$ cat config.mk
export PLATFORM = sky130hd
export DESIGN_NAME = spi_auto_xfer
export DESIGN_NICKNAME = d
export VERILOG_FILES = /design/src/rtl/spi_auto_pkg.sv /design/src/rtl/spi_sync2.sv /design/src/rtl/spi_buf_ram.sv /design/src/rtl/spi_edge_src.sv /design/src/rtl/spi_auto_xfer.sv
export SDC_FILE = /design/constraint.sdc
export NUM_CORES = 1
export LEC_CHECK = 0
export BUFFER_PORTS_ARGS = -buffer_cell sky130_fd_sc_hd__buf_2
export CAP_MARGIN = 5
export CORE_ASPECT_RATIO = 1.75
export CORE_MARGIN = 2
export CORE_UTILIZATION = 50
export CTS_CLUSTER_DIAMETER = 50
export DETAILED_ROUTE_END_ITERATION = 16
export PLACE_DENSITY = 0.73
export SYNTH_ARGS = -nofsm -noshare
export SYNTH_HDL_FRONTEND = slang
export SYNTH_SLANG_ARGS = --single-unit
$ cat constraint.sdc
create_clock -name clk_i -period 8.01 [get_ports clk_i]
set_clock_uncertainty 0.15 [all_clocks]
set_input_delay 0.4005 -clock clk_i [delete_from_list [all_inputs] [get_ports clk_i]]
set_output_delay 0.4005 -clock clk_i [all_outputs]
set_load 0.01 [all_outputs]
$ cat src/rtl/spi_auto_pkg.sv
`timescale 1ns/1ps
package spi_auto_pkg;
  localparam int unsigned BYTE_W = 8;
  localparam int unsigned BIT_W  = $clog2(BYTE_W);
  typedef logic [BYTE_W-1:0] byte_t;
endpackage

$ cat src/rtl/spi_sync2.sv
`timescale 1ns/1ps
module spi_sync2 #(
  parameter int unsigned      W       = 1,
  parameter logic [W-1:0]     RST_VAL = '0
) (
  input  logic         clk_i,
  input  logic         rst_ni,
  input  logic [W-1:0] d_i,
  output logic [W-1:0] q_o
);
  logic [W-1:0] s1_q, s2_q;

  always_ff @(posedge clk_i or negedge rst_ni) begin
    if (!rst_ni) begin
      s1_q <= RST_VAL;
      s2_q <= RST_VAL;
    end else begin
      s1_q <= d_i;
      s2_q <= s1_q;
    end
  end

  assign q_o = s2_q;
endmodule

$ cat src/rtl/spi_buf_ram.sv
`timescale 1ns/1ps
module spi_buf_ram
  import spi_auto_pkg::*;
#(
  parameter int unsigned DEPTH = 32,
  localparam int unsigned AW   = $clog2(DEPTH)
) (
  input  logic          clk_i,
  input  logic          a_we_i,
  input  logic [AW-1:0] a_addr_i,
  input  byte_t         a_wdata_i,
  output byte_t         a_rdata_o,
  input  logic          b_we_i,
  input  logic [AW-1:0] b_addr_i,
  input  byte_t         b_wdata_i,
  output byte_t         b_rdata_o
);
  byte_t mem [DEPTH];

  // engine port wins; top already blocks port a while busy
  always_ff @(posedge clk_i) begin
    if (b_we_i)      mem[b_addr_i] <= b_wdata_i;
    else if (a_we_i) mem[a_addr_i] <= a_wdata_i;
  end

  assign a_rdata_o = mem[a_addr_i];
  assign b_rdata_o = mem[b_addr_i];
endmodule

$ cat src/rtl/spi_edge_src.sv
`timescale 1ns/1ps
module spi_edge_src #(
  parameter int unsigned HALF_DIV = 4,
  localparam int unsigned CW      = (HALF_DIV > 1) ? $clog2(HALF_DIV) : 1
) (
  input  logic clk_i,
  input  logic rst_ni,
  input  logic master_i,
  input  logic run_i,
  input  logic clear_i,
  input  logic sck_sync_i,
  output logic sck_o,
  output logic rise_o,
  output logic fall_o
);
  logic [CW-1:0] cnt_q;
  logic          sck_q, prev_q;
  logic          wrap;

  assign wrap = (cnt_q == CW'(HALF_DIV - 1));

  always_ff @(posedge clk_i or negedge rst_ni) begin
    if (!rst_ni) begin
      cnt_q  <= '0;
      sck_q  <= 1'b1;
      prev_q <= 1'b1;
    end else begin
      prev_q <= sck_sync_i;
      if (clear_i) begin
        cnt_q <= '0;
        sck_q <= 1'b1;
      end else if (master_i && run_i) begin
        if (wrap) begin
          cnt_q <= '0;
          sck_q <= ~sck_q;
        end else begin
          cnt_q <= cnt_q + CW'(1);
        end
      end
    end
  end

  assign sck_o  = sck_q;
  assign rise_o = run_i & (master_i ? (wrap & ~sck_q) : (~prev_q & sck_sync_i));
  assign fall_o = run_i & (master_i ? (wrap &  sck_q) : ( prev_q & ~sck_sync_i));

  p_edge_excl_r3: assert property (@(posedge clk_i) disable iff (!rst_ni)
    !(rise_o && fall_o));

  p_clk_freeze_r8: assert property (@(posedge clk_i) disable iff (!rst_ni)
    (!run_i && !clear_i) |=> $stable(sck_q));
endmodule

$ cat src/rtl/spi_auto_xfer.sv
`timescale 1ns/1ps
module spi_auto_xfer
  import spi_auto_pkg::*;
#(
  parameter int unsigned DEPTH    = 32,
  parameter int unsigned HALF_DIV = 4,
  localparam int unsigned AW      = $clog2(DEPTH)
) (
  input  logic          clk_i,
  input  logic          rst_ni,
  input  logic          start_i,
  input  logic [AW-1:0] len_i,
  input  logic          master_i,
  input  logic          cs_mode_i,
  output logic          busy_o,
  output logic          irq_o,
  input  logic          ram_we_i,
  input  logic [AW-1:0] ram_addr_i,
  input  logic [7:0]    ram_wdata_i,
  output logic [7:0]    ram_rdata_o,
  input  logic          sck_i,
  output logic          sck_o,
  output logic          sck_oe_o,
  input  logic          si_i,
  output logic          so_o,
  output logic          so_oe_o,
  input  logic          cs_ni
);
  logic              busy_q, irq_q, so_q;
  logic [AW-1:0]     addr_q;
  logic [AW:0]       left_q;
  logic [BIT_W-1:0]  bit_q;
  byte_t             tx_q, rx_q, rd_b, rx_full;
  logic [2:0]        pin_s;
  logic              cs_s, sck_s, si_s, cs_ok, run, accept, rise_ev, fall_ev, last_bit, wr_b;

  spi_sync2 #(.W(3), .RST_VAL(3'b110)) u_sync (
    .clk_i (clk_i), .rst_ni(rst_ni),
    .d_i   ({cs_ni, sck_i, si_i}),
    .q_o   (pin_s)
  );
  assign {cs_s, sck_s} = pin_s[2:1];
  assign si_s = master_i ? si_i : pin_s[0];

  assign accept   = start_i & ~busy_q;
  assign cs_ok    = ~cs_mode_i | ~cs_s;
  assign run      = busy_q & cs_ok;
  assign last_bit = (bit_q == BIT_W'(BYTE_W - 1));
  assign wr_b     = rise_ev & last_bit;
  assign rx_full  = {rx_q[BYTE_W-2:0], si_s};

  spi_edge_src #(.HALF_DIV(HALF_DIV)) u_edge (
    .clk_i     (clk_i),
    .rst_ni    (rst_ni),
    .master_i  (master_i),
    .run_i     (run),
    .clear_i   (accept),
    .sck_sync_i(sck_s),
    .sck_o     (sck_o),
    .rise_o    (rise_ev),
    .fall_o    (fall_ev)
  );

  spi_buf_ram #(.DEPTH(DEPTH)) u_ram (
    .clk_i    (clk_i),
    .a_we_i   (ram_we_i & ~busy_q),
    .a_addr_i (ram_addr_i),
    .a_wdata_i(ram_wdata_i),
    .a_rdata_o(ram_rdata_o),
    .b_we_i   (wr_b),
    .b_addr_i (addr_q),
    .b_wdata_i(rx_full),
    .b_rdata_o(rd_b)
  );

  always_ff @(posedge clk_i or negedge rst_ni) begin
    if (!rst_ni) begin
      busy_q <= 1'b0;
      irq_q  <= 1'b0;
      so_q   <= 1'b1;
      addr_q <= '0;
      left_q <= '0;
      bit_q  <= '0;
      tx_q   <= '0;
      rx_q   <= '0;
    end else if (accept) begin
      busy_q <= 1'b1;
      irq_q  <= 1'b0;
      so_q   <= 1'b1;
      addr_q <= '0;
      left_q <= {1'b0, len_i} + (AW+1)'(1);
      bit_q  <= '0;
    end else begin
      if (fall_ev) begin
        if (bit_q == '0) begin
          so_q <= rd_b[BYTE_W-1];
          tx_q <= {rd_b[BYTE_W-2:0], 1'b0};
        end else begin
          so_q <= tx_q[BYTE_W-1];
          tx_q <= {tx_q[BYTE_W-2:0], 1'b0};
        end
      end
      if (rise_ev) begin
        rx_q  <= rx_full;
        bit_q <= bit_q + BIT_W'(1);
        if (last_bit) begin
          addr_q <= addr_q + AW'(1);
          left_q <= left_q - (AW+1)'(1);
          if (left_q == (AW+1)'(1)) begin
            busy_q <= 1'b0;
            irq_q  <= 1'b1;
            so_q   <= 1'b1;
          end
        end
      end
    end
  end

  assign busy_o   = busy_q;
  assign irq_o    = irq_q;
  assign so_o     = so_q;
  assign so_oe_o  = cs_ok;
  assign sck_oe_o = master_i & cs_ok;

  p_so_edge_r3: assert property (@(posedge clk_i) disable iff (!rst_ni)
    (busy_q && !$stable(so_q)) |-> $past(fall_ev));

  p_idle_high_r4: assert property (@(posedge clk_i) disable iff (!rst_ni)
    !busy_q |-> (sck_o && so_o));

  p_pause_hold_r8: assert property (@(posedge clk_i) disable iff (!rst_ni)
    (busy_q && !cs_ok) |=> ($stable(bit_q) && $stable(addr_q)));

  p_cnt_live_r1: assert property (@(posedge clk_i) disable iff (!rst_ni)
    busy_q |-> (left_q != '0));

  p_irq_end_r10: assert property (@(posedge clk_i) disable iff (!rst_ni)
    $rose(irq_q) |-> $fell(busy_q));
endmodule

# [Word-level counts from Yosys, hierarchy flattened]
# Memory sizes are Yosys's and may differ from the RTL's.
# Index checks and enable logic that the tools add are counted.
# W data, S select, Z words.
[totals] mem_bits_rw=256 inputBits=27 memories=1 regBits=42 elab_cells=94
[classes] n_addsub=5 muxes=40 n_reduce_logical=13 eq_ne=3 n_bitwise=19
[memory_table] memory="u_ram.mem" words=32 width=8 rd=2 rd_ports_with_merged_regs=0 write_ports=1 line_no="spi_buf_ram.sv:18" text="byte_t mem [DEPTH];"
[op_table] cell="$mux W1" n=26
[op_table] cell="$mux W5" n=4
[op_table] cell="$mux W6" n=3
[op_table] cell="$mux W8" n=2
[op_table] cell="$and A1 B1 Y1" n=11
[op_table] cell="$reduce_bool A2 Y1" n=5
[op_table] cell="$reduce_and A2 Y1" n=4
[op_table] cell="$reduce_or A8 Y1" n=1
[op_table] cell="$not A1 Y1" n=7
[op_table] cell="$add A5 B1 Y6 const B" n=1
[op_table] cell="$eq A6 B1 Y1 const B" n=1
[op_table] cell="$mux W2" n=3
[op_table] cell="$mux W3" n=2
[op_table] cell="$sub A6 B1 Y6 const B" n=1
[op_table] cell="$add A5 B1 Y5 const B" n=1
[op_table] cell="$add A3 B1 Y3 const B" n=1
[op_table] cell="$eq A3 B3 Y1 const B" n=1
[op_table] cell="$logic_not A3 Y1" n=1
[op_table] cell="$reduce_and A3 Y1" n=1
[op_table] cell="$add A2 B1 Y2 const B" n=1
[op_table] cell="$eq A2 B2 Y1 const B" n=1
[op_table] cell="$logic_and A1 B1 Y1" n=1
[op_table] cell="$or A1 B1 Y1" n=1

# [Depth between registers and ports, before layout]
[depth] depth_word=9 ltp_mapped=9

# [By module]
# A second synthesis with hierarchy kept.
[hier_totals] cells_unflattened=715 area_unflattened_um2=14117.3
[by_module_without_submodules] mod="spi_buf_ram" cells_per_inst=538 seq_area_each_um2=7687.4 area_per_inst_um2=12129.1 instances=1
[by_module_without_submodules] mod="spi_auto_xfer" cells_per_inst=150 seq_area_each_um2=777.0 area_per_inst_um2=1589.0 instances=1
[by_module_without_submodules] mod="spi_edge_src" cells_per_inst=21 seq_area_each_um2=102.6 area_per_inst_um2=244.0 instances=1
[by_module_without_submodules] mod="spi_sync2" cells_per_inst=6 seq_area_each_um2=155.1 area_per_inst_um2=155.1 instances=1

# [Worst setup path before layout]
# Ideal clock, no wire load.
[synth_path] path_kind="in2out" from="input port ram_addr_i[0]" to="output port ram_rdata_o[1]" cell_stages=5 setup_slack_ns=5.168 t_arrival_ns=2.292 n_path_buf=2 path_cell_list="clkbuf_1 clkbuf_1 mux4_2 mux4_2 mux2_2"
[synth_via] elab_chain_len=1
[synth_rtl] element="start, declared" line_no="spi_auto_xfer.sv:18" text="input logic [AW-1:0] ram_addr_i,"
[synth_rtl] element="$mem_v2 Z32 W8"
[synth_rtl] element="end, declared" line_no="spi_auto_xfer.sv:20" text="output logic [7:0] ram_rdata_o,"
# Every way passes these cells.

# [Worst setup path after layout]
[layout_path] from="input port ram_addr_i[0]" to="output port ram_rdata_o[6]"
# Same word-level chain as after synthesis.

==> results.md <==
* Status: completed
* Clk_lat worst skew at 560 ps
* CP arrival at 3220 ps
* Initial antenna violation count at 0
* Drt wl/cell at 28.36 um
* Most frequent cells in the layout: edfxtp_1, mux4_2, nand2_1
* Area grow syn2layout at 11.47%
* Sink Count at 297
* Area occupied by multi-input gates at 5000 um^2
* Most common cell after layout, fill and taps aside: edfxtp_1
* Met2 layer usage reported by global route at 43.78%
* Share of flip-flops with an asynchronous set or reset at 13.80%
* RSZ-0062 raised after global routing: no
* Syn nets at 872
* GRT overflow at 0
* Vias in the first global route at 8413
* Port Buffers at 40
* Met3 usage at 3.632%
* First-pass GRT wire length at 53160 um
* CP endpoint kind: output pin
* Top Usage Layer GRT: met2
* Clock-pin slew on the worst setup and hold paths at 60 ps
* CP required at 7460 ps
* H-tree depth at 1
* Hold WS at 14.15 ps
* Layout Cells excl Fill at 1272
* Post-CTS resize count at 0
* Final setup margin at 4235 ps
* Core Box Area at 27770 um^2
* Synthesized area at 14010 um^2
* Hold depth at 4
* Post-synthesis sequential area ratio at 62.25%
* Relative slew slack at 15.21%
* Syn Area/Cell at 16.74 um^2
* Startpoint types: primary input
* # rows at 81
* Worst slew pin tran at 1267 ps
* Fraction of layout cells with a size suffix above 1 at 28.25%
* Root Buffer: clkbuf_16
* Fin crit share at 47.13%
* Register area at 8727 um^2
* Crit path time final at 3775 ps
* RD Place Congestion at 0.8539
* Kind of critical path: primary input to output pin
* Die ar. at 29430 um^2
* Total placed cells including tap cells at 1213
* DRT antenna net count at 0
* Post-CTS setup buffers at 0
* Final net count at 912
* Dpl cell area at 14580 um^2
* Crit Path Max Fanout at 39
* HP Class: primary input to flop
* Ports at 41
* Fmax at 264.9 MHz
* Fillers at 2152
* Post-Syn Instances at 837
* CTS tree: done
* Vias per inst at 6.436
* Place WS at 4163 ps
* M1 GR Usage at 30.06%
* Total CTS buffers at 28
* Drt total wl at 36070 um
* DRC Markers at 0
* Final setup fails at 0
* Post-Layout Inst Area at 15620 um^2
* First DRT Iteration DRCs at 718
* Die Ht at 225.4 um
* Max-Cap Viols at 0
* Power Density at 268.6 nW/um^2
* Number of synthesized flops with an enable pin at 256
* Die X at 130.5 um
* Tot Pwr at 4.196 mW
* Synth warn at 0
* Hold Buf Count CTS at 7
* Pleak at 5.171 nW
* R2R depth at 6
* Largest net degree at the start of global routing at 69
* N_diodes at 0
* Pre-antenna DRT Iters at 5
* Total GRT Usage at 25.42%
* Final hold vios at 0
* Final core occ at 56.24%
* Netlist cell types at 53
* Max rail drop VDD at 0.1817 mV
* #FFs+latches synth at 297
* Vias after detailed routing at 8186
* Starting Density at 50.46%
* Max-slew violations at 0
* HPWL after detailed placement at 23710 um
* Setup_tns at 0 ps
* Predominant post-synthesis flop cell: edfxtp_1
* Longest Clk Path Bufs at 3
-- logic make-up after synthesis --
group                      after synthesis  share of synthesized area [%]
and+or+nand+nor                        183                          5.697
adders and majority gates                8                         0.7144
muxes                                  177                          24.00
buffers and inverters                   65                          2.107
DFF                                    297                          62.25
AOI/OAI and AO/OA                       95                          4.483
xor gates and xnor gates                12                         0.7502
-- area by class of cell --
| cell class | count | area share [%] |
|---|---|---|
| multi-input cells | 475 | 32.01 |
| flip-flops and latches | 297 | 55.88 |
| inverters | 8 | 0.1923 |
| clock inverters | 20 | 1.434 |
| repair buffers | 67 | 2.708 |
| well taps | 373 | 2.988 |
| clock buffers | 32 | 4.783 |
-- flip-flops by register name, indices dropped and copies added (netlist names), 2 cells and up --
signal and count:
left_q 6, rx_q 7, u_sync.s1_q 3, addr_q 5, bit_q 3, tx_q 7, u_edge.cnt_q 2, u_ram.mem 256
u_sync.q_o 3
-- worst max-delay path, stage by stage --
cell and delay (ps):
buf_4 470, buf_4 720, mux4_2 620, mux4_2 490, mux2_2 310, buf_2 150
-- routing by layer --
layer  up-vias  share of wire, %
met5         -                 0
met4         0               6.9
met3       124               6.6
met2       393                53
met1      4211                34
li1       3458                 -
-- cells in the mapped netlist (9+ instances only) --
| cell | instances | area share, % |
|---|---|---|
| edfxtp_1 | 256 | 55 |
| mux4_2 | 126 | 20 |
| nand2_1 | 86 | 2.3 |
| nor2_1 | 51 | 1.4 |
| mux2i_1 | 40 | 2.9 |
| dfrtp_1 | 34 | 6.1 |
| clkbuf_1 | 31 | 0.83 |
| a21oi_1 | 16 | 0.57 |
| buf_2 | 14 | 0.50 |
| o21ai_1 | 14 | 0.50 |
| nand3_1 | 11 | 0.39 |
| a211oi_1 | 10 | 0.54 |
| o21ai_0 | 10 | 0.36 |
| mux2_2 | 9 | 0.72 |
| xnor2_1 | 9 | 0.56 |
-- worst paths after layout --
check / from / to / slack, ps
worst min register to register: u_sync.s1_q[1] / u_sync.q_o[1] / 210
max in group asynchronous: rst_ni / addr_q[0] / 6620
worst max-delay path: ram_addr_i[0] / ram_rdata_o[6] / 4230
min in group asynchronous: rst_ni / tx_q[4] / 380
worst min-delay path: len_i[4] / left_q[4] / 10
worst max register to register: busy_o / u_ram.mem[5][3] / 4670
-- report_power, final --
group | leakage, nW | total [mW] | switching (mW) | internal (mW)
logic | 1.84 | 0.799 | 0.461 | 0.338
registers | 2.85 | 2.01 | 0.0916 | 1.91
clock network | 0.481 | 1.39 | 0.587 | 0.804
total | 5.17 | 4.20 | 1.14 | 3.06
Power figures use the tool's default switching activity.
